<file path="config.mk">
export PLATFORM = sky130hd
export DESIGN_NAME = scv_validator
export DESIGN_NICKNAME = d
export VERILOG_FILES = /design/src/rtl/scv_pkg.sv /design/src/rtl/scv_rst_sync.sv /design/src/rtl/scv_code_cmp.sv /design/src/rtl/scv_attempts.sv /design/src/rtl/scv_sv_flag.sv /design/src/rtl/scv_validator.sv
export SDC_FILE = /design/constraint.sdc
export NUM_CORES = 1
export LEC_CHECK = 0
export ABC_CLOCK_PERIOD_IN_PS = 4950
export CAP_MARGIN = 0
export CORE_MARGIN = 1.5
export CORE_UTILIZATION = 55
export DETAILED_ROUTE_END_ITERATION = 12
export GPL_TIMING_DRIVEN = 0
export PLACE_DENSITY = 0.81
export SYNTH_ARGS = -nofsm -noshare
export SYNTH_HDL_FRONTEND = slang
export SYNTH_SLANG_ARGS = --single-unit
</file>
<file path="constraint.sdc">
create_clock -name clk -period 4.95 [get_ports clk]
set_clock_uncertainty 0.2 [all_clocks]
set_input_delay 0.99 -clock clk [delete_from_list [all_inputs] [get_ports clk]]
set_output_delay 0.99 -clock clk [all_outputs]
set_load 0.005 [all_outputs]
</file>
<file path="src/rtl/scv_pkg.sv">
package scv_pkg;
  localparam int unsigned SCV_ADDR_W   = 11;
  localparam int unsigned SCV_CODE_LO  = 80;
  localparam int unsigned SCV_CODE_LEN = 16;
  localparam int unsigned SCV_CNT_LO   = 96;
  localparam int unsigned SCV_CNT_LEN  = 16;
  localparam int unsigned SCV_CNT_LIVE = 4;
endpackage

</file>
<file path="src/rtl/scv_rst_sync.sv">
module scv_rst_sync (
  input  logic clk,
  input  logic rst_n_in,
  output logic rst_n_out
);
  logic meta_q;
  logic hold_q;

  always_ff @(posedge clk or negedge rst_n_in) begin
    if (!rst_n_in) begin
      meta_q <= 1'b0;
      hold_q <= 1'b0;
    end else begin
      meta_q <= 1'b1;
      hold_q <= meta_q;
    end
  end

  assign rst_n_out = hold_q;
endmodule

</file>
<file path="src/rtl/scv_code_cmp.sv">
module scv_code_cmp #(
  parameter int unsigned ADDR_W   = scv_pkg::SCV_ADDR_W,
  parameter int unsigned CODE_LO  = scv_pkg::SCV_CODE_LO,
  parameter int unsigned CODE_LEN = scv_pkg::SCV_CODE_LEN
) (
  input  logic              clk,
  input  logic              rst_n,
  input  logic              seq_rst,
  input  logic [ADDR_W-1:0] addr,
  input  logic              stored_bit,
  input  logic              host_bit,
  input  logic              cmp_en,
  output logic              in_code,
  output logic              code_ok
);
  localparam int unsigned IDX_W = (CODE_LEN > 1) ? $clog2(CODE_LEN) : 1;

  logic [ADDR_W-1:0]   off;
  logic [IDX_W-1:0]    idx;
  logic [CODE_LEN-1:0] match_q, match_d;
  logic                fail_q, fail_d;
  logic                cmp_hit;

  always_comb begin
    off     = addr - ADDR_W'(CODE_LO);
    in_code = (off < ADDR_W'(CODE_LEN));
    idx     = off[IDX_W-1:0];
    cmp_hit = cmp_en && in_code;
  end

  // next state: a match sets one mask bit, a mismatch latches failure
  always_comb begin
    match_d = match_q;
    fail_d  = fail_q;
    if (seq_rst) begin
      match_d = '0;
      fail_d  = 1'b0;
    end else if (cmp_hit) begin
      if (host_bit == stored_bit) match_d[idx] = 1'b1;
      else                        fail_d       = 1'b1;
    end
  end

  always_ff @(posedge clk or negedge rst_n) begin
    if (!rst_n) begin
      match_q <= '0;
      fail_q  <= 1'b0;
    end else begin
      match_q <= match_d;
      fail_q  <= fail_d;
    end
  end

  assign code_ok = (&match_q) && !fail_q;

  // failure stays latched until a sequence reset
  assert_fail_sticky_R2: assert property (@(posedge clk) disable iff (!rst_n)
    (fail_q && !seq_rst) |=> fail_q);

  // without a compare inside the field the record does not move
  assert_record_still_R11: assert property (@(posedge clk) disable iff (!rst_n)
    (!seq_rst && !cmp_hit) |=> ($stable(match_q) && $stable(fail_q)));
endmodule

</file>
<file path="src/rtl/scv_attempts.sv">
module scv_attempts #(
  parameter int unsigned ADDR_W   = scv_pkg::SCV_ADDR_W,
  parameter int unsigned CNT_LO   = scv_pkg::SCV_CNT_LO,
  parameter int unsigned CNT_LEN  = scv_pkg::SCV_CNT_LEN,
  parameter int unsigned CNT_LIVE = scv_pkg::SCV_CNT_LIVE
) (
  input  logic              clk,
  input  logic              rst_n,
  input  logic              seq_rst,
  input  logic [ADDR_W-1:0] addr,
  input  logic              wr_en,
  input  logic              er_en,
  input  logic              code_ok,
  output logic              in_cnt,
  output logic              cnt_bit,
  output logic              restore
);
  localparam int unsigned IDX_W = (CNT_LEN > 1) ? $clog2(CNT_LEN) : 1;

  logic [ADDR_W-1:0]  off;
  logic [IDX_W-1:0]   idx;
  logic [CNT_LEN-1:0] cnt_q, cnt_d;
  logic               arm_q, arm_d;
  logic [IDX_W-1:0]   aidx_q, aidx_d;
  logic               same_bit;

  always_comb begin
    off      = addr - ADDR_W'(CNT_LO);
    in_cnt   = (off < ADDR_W'(CNT_LEN));
    idx      = off[IDX_W-1:0];
    same_bit = in_cnt && (idx == aidx_q);
    cnt_bit  = cnt_q[idx];
  end

  // next state: write consumes a 1, erase on the armed bit validates
  always_comb begin
    cnt_d   = cnt_q;
    arm_d   = arm_q;
    aidx_d  = aidx_q;
    restore = 1'b0;
    if (arm_q && !same_bit) arm_d = 1'b0;
    if (er_en && in_cnt) begin
      if (arm_q && same_bit && code_ok) begin
        restore = 1'b1;
        cnt_d   = '1;
      end
      arm_d = 1'b0;
    end else if (wr_en && in_cnt && cnt_q[idx]) begin
      cnt_d[idx] = 1'b0;
      if (idx < IDX_W'(CNT_LIVE)) begin
        arm_d  = 1'b1;
        aidx_d = idx;
      end
    end
    if (seq_rst) arm_d = 1'b0;
  end

  always_ff @(posedge clk or negedge rst_n) begin
    if (!rst_n) begin
      cnt_q  <= '1;
      arm_q  <= 1'b0;
      aidx_q <= '0;
    end else begin
      cnt_q  <= cnt_d;
      arm_q  <= arm_d;
      aidx_q <= aidx_d;
    end
  end

  // without a restore no counter bit ever returns to 1
  assert_no_refill_R4: assert property (@(posedge clk) disable iff (!rst_n)
    !restore |=> ((cnt_q & ~$past(cnt_q)) == '0));

  // only a counting bit can be armed
  assert_arm_live_R5: assert property (@(posedge clk) disable iff (!rst_n)
    arm_q |-> (aidx_q < IDX_W'(CNT_LIVE)));

  // an accepted validation leaves a full counter
  assert_refill_full_R6: assert property (@(posedge clk) disable iff (!rst_n)
    restore |=> (&cnt_q));
endmodule

</file>
<file path="src/rtl/scv_sv_flag.sv">
module scv_sv_flag (
  input  logic clk,
  input  logic rst_n,
  input  logic set_en,
  output logic sv
);
  logic sv_q;

  always_ff @(posedge clk or negedge rst_n) begin
    if (!rst_n)      sv_q <= 1'b0;
    else if (set_en) sv_q <= 1'b1;
  end

  assign sv = sv_q;

  // nothing but power-up clears the flag
  assert_sv_sticky_R9: assert property (@(posedge clk) disable iff (!rst_n)
    sv_q |=> sv_q);
endmodule

</file>
<file path="src/rtl/scv_validator.sv">
module scv_validator #(
  parameter int unsigned ADDR_W   = scv_pkg::SCV_ADDR_W,
  parameter int unsigned CODE_LO  = scv_pkg::SCV_CODE_LO,
  parameter int unsigned CODE_LEN = scv_pkg::SCV_CODE_LEN,
  parameter int unsigned CNT_LO   = scv_pkg::SCV_CNT_LO,
  parameter int unsigned CNT_LEN  = scv_pkg::SCV_CNT_LEN,
  parameter int unsigned CNT_LIVE = scv_pkg::SCV_CNT_LIVE
) (
  input  logic              clk,
  input  logic              rst_n,
  input  logic              seq_rst,
  input  logic [ADDR_W-1:0] addr,
  input  logic              stored_bit,
  input  logic              host_bit,
  input  logic              cmp_en,
  input  logic              wr_en,
  input  logic              er_en,
  output logic              data_out,
  output logic              data_oe,
  output logic              sv
);
  logic rst_ns;
  logic in_code, code_ok;
  logic in_cnt, cnt_bit, restore;

  scv_rst_sync u_rst (
    .clk       (clk),
    .rst_n_in  (rst_n),
    .rst_n_out (rst_ns)
  );

  scv_code_cmp #(
    .ADDR_W   (ADDR_W),
    .CODE_LO  (CODE_LO),
    .CODE_LEN (CODE_LEN)
  ) u_cmp (
    .clk        (clk),
    .rst_n      (rst_ns),
    .seq_rst    (seq_rst),
    .addr       (addr),
    .stored_bit (stored_bit),
    .host_bit   (host_bit),
    .cmp_en     (cmp_en),
    .in_code    (in_code),
    .code_ok    (code_ok)
  );

  scv_attempts #(
    .ADDR_W   (ADDR_W),
    .CNT_LO   (CNT_LO),
    .CNT_LEN  (CNT_LEN),
    .CNT_LIVE (CNT_LIVE)
  ) u_att (
    .clk     (clk),
    .rst_n   (rst_ns),
    .seq_rst (seq_rst),
    .addr    (addr),
    .wr_en   (wr_en),
    .er_en   (er_en),
    .code_ok (code_ok),
    .in_cnt  (in_cnt),
    .cnt_bit (cnt_bit),
    .restore (restore)
  );

  scv_sv_flag u_sv (
    .clk    (clk),
    .rst_n  (rst_ns),
    .set_en (restore),
    .sv     (sv)
  );

  // data line: released over the code field, counter from local state
  always_comb begin
    data_oe  = !in_code;
    data_out = in_cnt ? cnt_bit : stored_bit;
  end

  // the flag only rises on the cycle after a passing code
  assert_sv_needs_code_R6: assert property (@(posedge clk) disable iff (!rst_ns)
    $rose(sv) |-> $past(code_ok));
endmodule

</file>
# After elaboration in Yosys (flattened, before gate mapping)

Index checks and enable logic that the tools add are counted.

Register bits after elaboration: 41
Input port bits: 19
Output and inout port bits: 3

Add/sub/neg operators: 2
$lt $le $gt $ge: 7
Equality and inequality tests: 4
Mux-type cells: 23
Bitwise operators: 4
Reductions and logical operators: 22

Operators by type and width:

| operator                                                          | count |
|---|---|
| 2-to-1 mux 16 bit                                                 | 6 |
| < comparator 11 x 5 -> 1 bit, second input constant               | 2 |
| subtractor 11 x 7 -> 11 bit, second input constant                | 2 |
| bitwise AND 16 bit                                                | 1 |
| inverter 16 bit                                                   | 1 |
| OR 16 bit                                                         | 1 |
| AND reduction 16 bit                                              | 1 |
| 2-to-1 mux 1 bit                                                  | 14 |
| logical AND 1 bit                                                 | 11 |
| < comparator 4 x 5 -> 1 bit, second input constant                | 2 |
| demux 1 bit (select 4 bit)                                        | 2 |
| greater-or-equal comparator 4 x 1 -> 1 bit, second input constant | 2 |
| AND reduction 2 bit                                               | 3 |
| nonzero test 2 bit                                                | 3 |
| binary-select mux 1 bit (select 4 bit)                            | 1 |
| == test 4 bit                                                     | 1 |
| < comparator 4 x 3 -> 1 bit, second input constant                | 1 |
| inequality test 2 bit, second input constant                      | 2 |
| zero test 1 bit                                                   | 3 |
| AND reduction 3 bit                                               | 1 |
| == test 1 bit                                                     | 1 |
| inverter 1 bit                                                    | 1 |

# Depth between registers and ports, before layout

Depth after elaboration: 10
Mapped depth: 7

# Hierarchy

Synthesis repeated with hierarchy kept, for this count alone.

Cell total of the unflattened synthesis: 180
Area, all modules: 2109.5 um^2

By module, submodules not included:

| module        | times used | cells an instance | area an instance (um^2) | seq. area each (um^2) |
|---|---|---|---|---|
| scv_attempts  | 1          | 97                | 1168.6                  | 545.5 |
| scv_code_cmp  | 1          | 76                | 837.1                   | 425.4 |
| scv_rst_sync  | 1          | 3                 | 53.8                    | 50.0 |
| scv_sv_flag   | 1          | 2                 | 31.3                    | 25.0 |
| scv_validator | 1          | 2                 | 18.8                    | 0.0 |

# Least setup slack after synthesis

OpenSTA, ideal clock, no wires.

Path type: in2out
Start point: input addr[0]
End point: output data_out
Arrival time: 2219 ps
Required time: 3760 ps
Slack: 1541 ps
Cell stages on the path: 5
Cells stage by stage: buf_6 > mux4_2 > mux2i_2 > mux2_2 > o21ai_1

Cells in the longest elaborated chain, start to end: 4
Elaborated cells between the ends (all ways): 5
Those cells by class: 1 x add/sub; 1 x order compare; 3 x mux

RTL lines:

| element                                                              | RTL line            | text |
|---|---|---|
| from (decl)                                                          | scv_validator.sv:12 | `input logic [ADDR_W-1:0] addr,` |
| subtractor 11 x 7 -> 11 bit *                                        | scv_attempts.sv:28  | `off = addr - ADDR_W'(CNT_LO);` |
| branches (longest 2 deep; another with < comparator 11 x 5 -> 1 bit) | n/a                 |  |
| 2-to-1 mux 1 bit *                                                   | scv_validator.sv:76 | `data_out = in_cnt ? cnt_bit : stored_bit;` |
| to (decl)                                                            | scv_validator.sv:18 | `output logic data_out,` |

Mark *: on every way between the ends. The select of a mux whose other input is x is not followed.

# Worst setup path after layout

Start point: input addr[4]
End point: output data_oe

Cells in the longest elaborated chain, start to end: 3

RTL lines:

| element                      | RTL line            | text |
|---|---|---|
| subtractor 11 x 7 -> 11 bit  | scv_code_cmp.sv:25  | `off = addr - ADDR_W'(CODE_LO);` |
| < comparator 11 x 5 -> 1 bit | scv_code_cmp.sv:26  | `in_code = (off < ADDR_W'(CODE_LEN));` |
| zero test 1 bit              | scv_validator.sv:75 | `data_oe = !in_code;` |
| to (decl)                    | scv_validator.sv:19 | `output logic data_oe,` |

No other way between the ends.

==> metrics.json <==
{
  "iteration_0_drc_markers": 107,
  "die_h_um": 64.49,
  "critical_path_peak_fanout": 3,
  "route.antenna.remaining_nets": 0,
  "timing.final.setup_violations": 0,
  "buffers_added_on_ports": 17,
  "ff2ff_path_depth": 5,
  "sequential_cell_area_mm2": 0.001047,
  "cts_made_buffers": 5,
  "first_pass_grt_wire_length_um": 7721,
  "mean_cell_area_of_the_mapped_netlist_um2": 10.61,
  "remaining_drc_errors": 0,
  "finalNetCount": 240,
  "synthesis.area_mm2": 0.002079,
  "layout-drive-gt1-share_pct": 23.98,
  "row_count": 22,
  "synth_sequential_area_ratio_pct": 50.30,
  "crit_arrival_ns": 2.93,
  "synth_adder_area_share_pct": 0.6017,
  "yosys.area.top_type_share_pct": 30.08,
  "antennaDiodeCount": 0,
  "clock_sink_count": 41,
  "fmax_ghz": 0.2429,
  "die_x_um": 64.49,
  "cts_root_buffer": "sky130_fd_sc_hd__clkbuf_8",
  "timing.critical_path.required_ns": 3.76,
  "outcome": "completed",
  "unrepaired_setup_endpoints_after_global_routing": "false",
  "finish.instance_area_mm2": 0.002431,
  "post_drt_wl_per_cell_um": 16.74,
  "post_synth_main_area_contributors": "sky130_fd_sc_hd__dfrtp_1, sky130_fd_sc_hd__dfstp_2, sky130_fd_sc_hd__o41ai_1",
  "final_cell_count_no_fill": 269,
  "multiInputGateArea_um2": 925.9,
  "headroom_to_the_max_slew_limit_pct": 45.28,
  "criticalPathCategory": "in2out",
  "timing.max_cap.violations": 0,
  "post_dp_cell_area_mm2": 0.002311,
  "gp_routability_congestion": 0.8203,
  "fp.dieArea_mm2": 0.004159,
  "pin_count_of_the_biggest_net_entering_global_routing": 40,
  "synth_most_common_cell": "sky130_fd_sc_hd__dfrtp_1",
  "gr-usage-all-layers_pct": 24.46,
  "clock_tree.htree_level_count": 2,
  "grt_antenna_before_repair": 0,
  "worst_skew_pair.late_latency_ns": 0.30,
  "worst_setup_path_end_kind": "output port",
  "dominant_combinational_cell_family_by_area_after_synthesis": "simple AND/OR/NAND/NOR gates",
  "post_cts_resized": 0,
  "fin_tns_setup_ns": 0,
  "slew_violations": 0,
  "area_growth_syn_to_layout_pct": 16.91,
  "post_synthesis_mux_area_share_pct": 7.461,
  "synthesis.yosys.warnings": 0,
  "viasPerCell": 5.974,
  "grt.overflow.total": 0,
  "final_period_minus_worst_setup_slack_ns": 4.117,
  "share_of_synthesized_flip_flops_with_an_asynchronous_set_or_reset_pct": 100.0,
  "floorplan.initialDensity_pct": 57.23,
  "clk_transition_reported_paths_ns": 0.08,
  "detailedRoute.firstPassIterationCount": 4,
  "hpwl_um": 3145,
  "critPathLaunchType": "input pin",
  "clk_path_buf_depth": 2,
  "netlist-cell-type-count": 40,
  "ys_top_cells_by_count": "sky130_fd_sc_hd__dfrtp_1, sky130_fd_sc_hd__nand2_1, sky130_fd_sc_hd__a21oi_1, sky130_fd_sc_hd__nor2_1, sky130_fd_sc_hd__nor3_1",
  "final.setup.worst_slack_ns": 0.8333,
  "detail_route.wirelength_um": 4502,
  "nFillCells": 292,
  "pwr_density_cell_mw_per_mm2": 278.5,
  "top_cell_type_by_total_area_after_synthesis": "sky130_fd_sc_hd__dfrtp_1",
  "peakVddDrop_v": 0.0002007,
  "place.detailed.instances": 261,
  "cts_tree": "yes",
  "synth_seq_cells": 41,
  "number_of_enable_type_register_cells_in_the_synthesized_netlist": 0,
  "min-delay-path-class": "reg2reg",
  "fin_util_pct": 66.91,
  "synth-compound-area-share_pct": 13.30,
  "cts-hold-fix-buffers": 0,
  "grt_pass1_vias": 1631,
  "syn_inst": 196,
  "fin_crit_sh_pct": 83.17,
  "postCtsSetupBuffers": 0,
  "p_leak_nw": 1.067,
  "floorplan.core_area_mm2": 0.003633,
  "worst_max_slew_pin_slew_ns": 0.8208,
  "mappedNetlistNets": 216,
  "report.final.hold_viol_count": 0,
  "hold_path_depth": 0,
  "synth-xor-area-share_pct": 2.106,
  "synthFlopType": "sky130_fd_sc_hd__dfrtp_1",
  "preCtsSetupSlack_ns": 0.8235,
  "io-pin-count": 22,
  "synth_simple_gate_area_share_pct": 20.88,
  "total_via_count_after_detailed_routing": 1607
}
-- power breakdown --
part	switching, mW	leakage (nW)	internal [mW]
combinational	0.0304	0.501	0.0238
sequential	0.00589	0.509	0.336
clock	0.117	0.0574	0.164
total	0.153	1.07	0.524
-- state kept, by name (all words and copies together) (netlist names) --
signal           count
u_rst.rst_n_out      1
u_rst.meta_q         1
u_att.aidx_q         4
u_att.cnt_q         16
u_att.arm_q          1
u_cmp.match_q       16
u_sv.sv              1
u_cmp.fail_q         1
-- critical path, stage by stage --
cell	delay [ns]
sky130_fd_sc_hd__clkdlybuf4s50_1	0.50
sky130_fd_sc_hd__inv_1	0.06
sky130_fd_sc_hd__ha_1	0.21
sky130_fd_sc_hd__or3b_4	0.40
sky130_fd_sc_hd__a211o_2	0.33
sky130_fd_sc_hd__clkdlybuf4s50_1	0.44
-- final timing paths --
path	start	endpoint	slack, ns
hold reg to reg	u_rst.meta_q$_DFF_PN0_	u_rst.rst_n_out$_DFF_PN0_	0.16
hold / removal	u_rst.meta_q$_DFF_PN0_	u_rst.rst_n_out$_DFF_PN0_	0.16
max in group asynchronous	rst_n	u_rst.rst_n_out$_DFF_PN0_	3.78
min in group asynchronous	u_rst.rst_n_out$_DFF_PN0_	u_cmp.match_q[9]$_DFFE_PN0P_	0.17
setup reg to reg	u_cmp.match_q[11]$_DFFE_PN0P_	u_att.cnt_q[9]$_DFFE_PN1P_	2.86
setup / recovery	addr[4]	data_oe	0.83
-- layer usage --
metal  GRT usage (%)  vias to the layer above  share of wire, %
met5               0                        -                 0
met4           10.64                        0               3.3
met3           7.465                       14               7.0
met2           38.54                       62                46
met1           31.42                      777                43
li1                -                      754                 -
-- per-stage QoR --
step	total power, mW	hold WS (ns)
after floorplan	0.3777	0.1312
after global placement	0.4008	0.1368
after detailed placement	0.4020	0.1419
after CTS	0.6817	0.1598
after global routing	0.7031	0.1746
final	0.6771	0.1564
-- cells in the final DEF (no fill, tap or decap), drive strengths merged, types with 2 or more instances in the layout --
| master | count |
|---|---|
| nand2 | 23 |
| mux2i | 2 |
| clkbuf | 10 |
| clkdlybuf4s50 | 17 |
| dfrtp | 25 |
| a21oi | 18 |
| nand4 | 4 |
| dfstp | 16 |
| nor3 | 17 |
| and2 | 2 |
| mux4 | 4 |
| nor2 | 17 |
| nand2b | 5 |
| buf | 11 |
| and4b | 2 |
| inv | 3 |
| mux2 | 3 |
| o41ai | 16 |
| or3 | 4 |
| or2 | 2 |
| xor2 | 4 |
-- cell type report --
| class | instances | area share, % |
|---|---|---|
| Timing Repair Buffer | 17 | 6.999 |
| Multi-Input combinational cell | 136 | 38.09 |
| Clock buffer | 6 | 3.397 |
| Sequential cell | 41 | 43.08 |
| Clock inverter | 2 | 1.544 |
| Tap cell | 48 | 2.470 |
| Buffer | 16 | 3.963 |
| Inverter | 3 | 0.4632 |
-- logic make-up after synthesis --
logic type | count (synthesis)
buffers and inverters | 19
muxes | 9
other | 1
DFF | 41
and+or+nand+nor | 83
adders and majority gates | 1
xor gates and xnor gates | 5
AOI/OAI and AO/OA | 37
(Power assumes the default switching activity.)
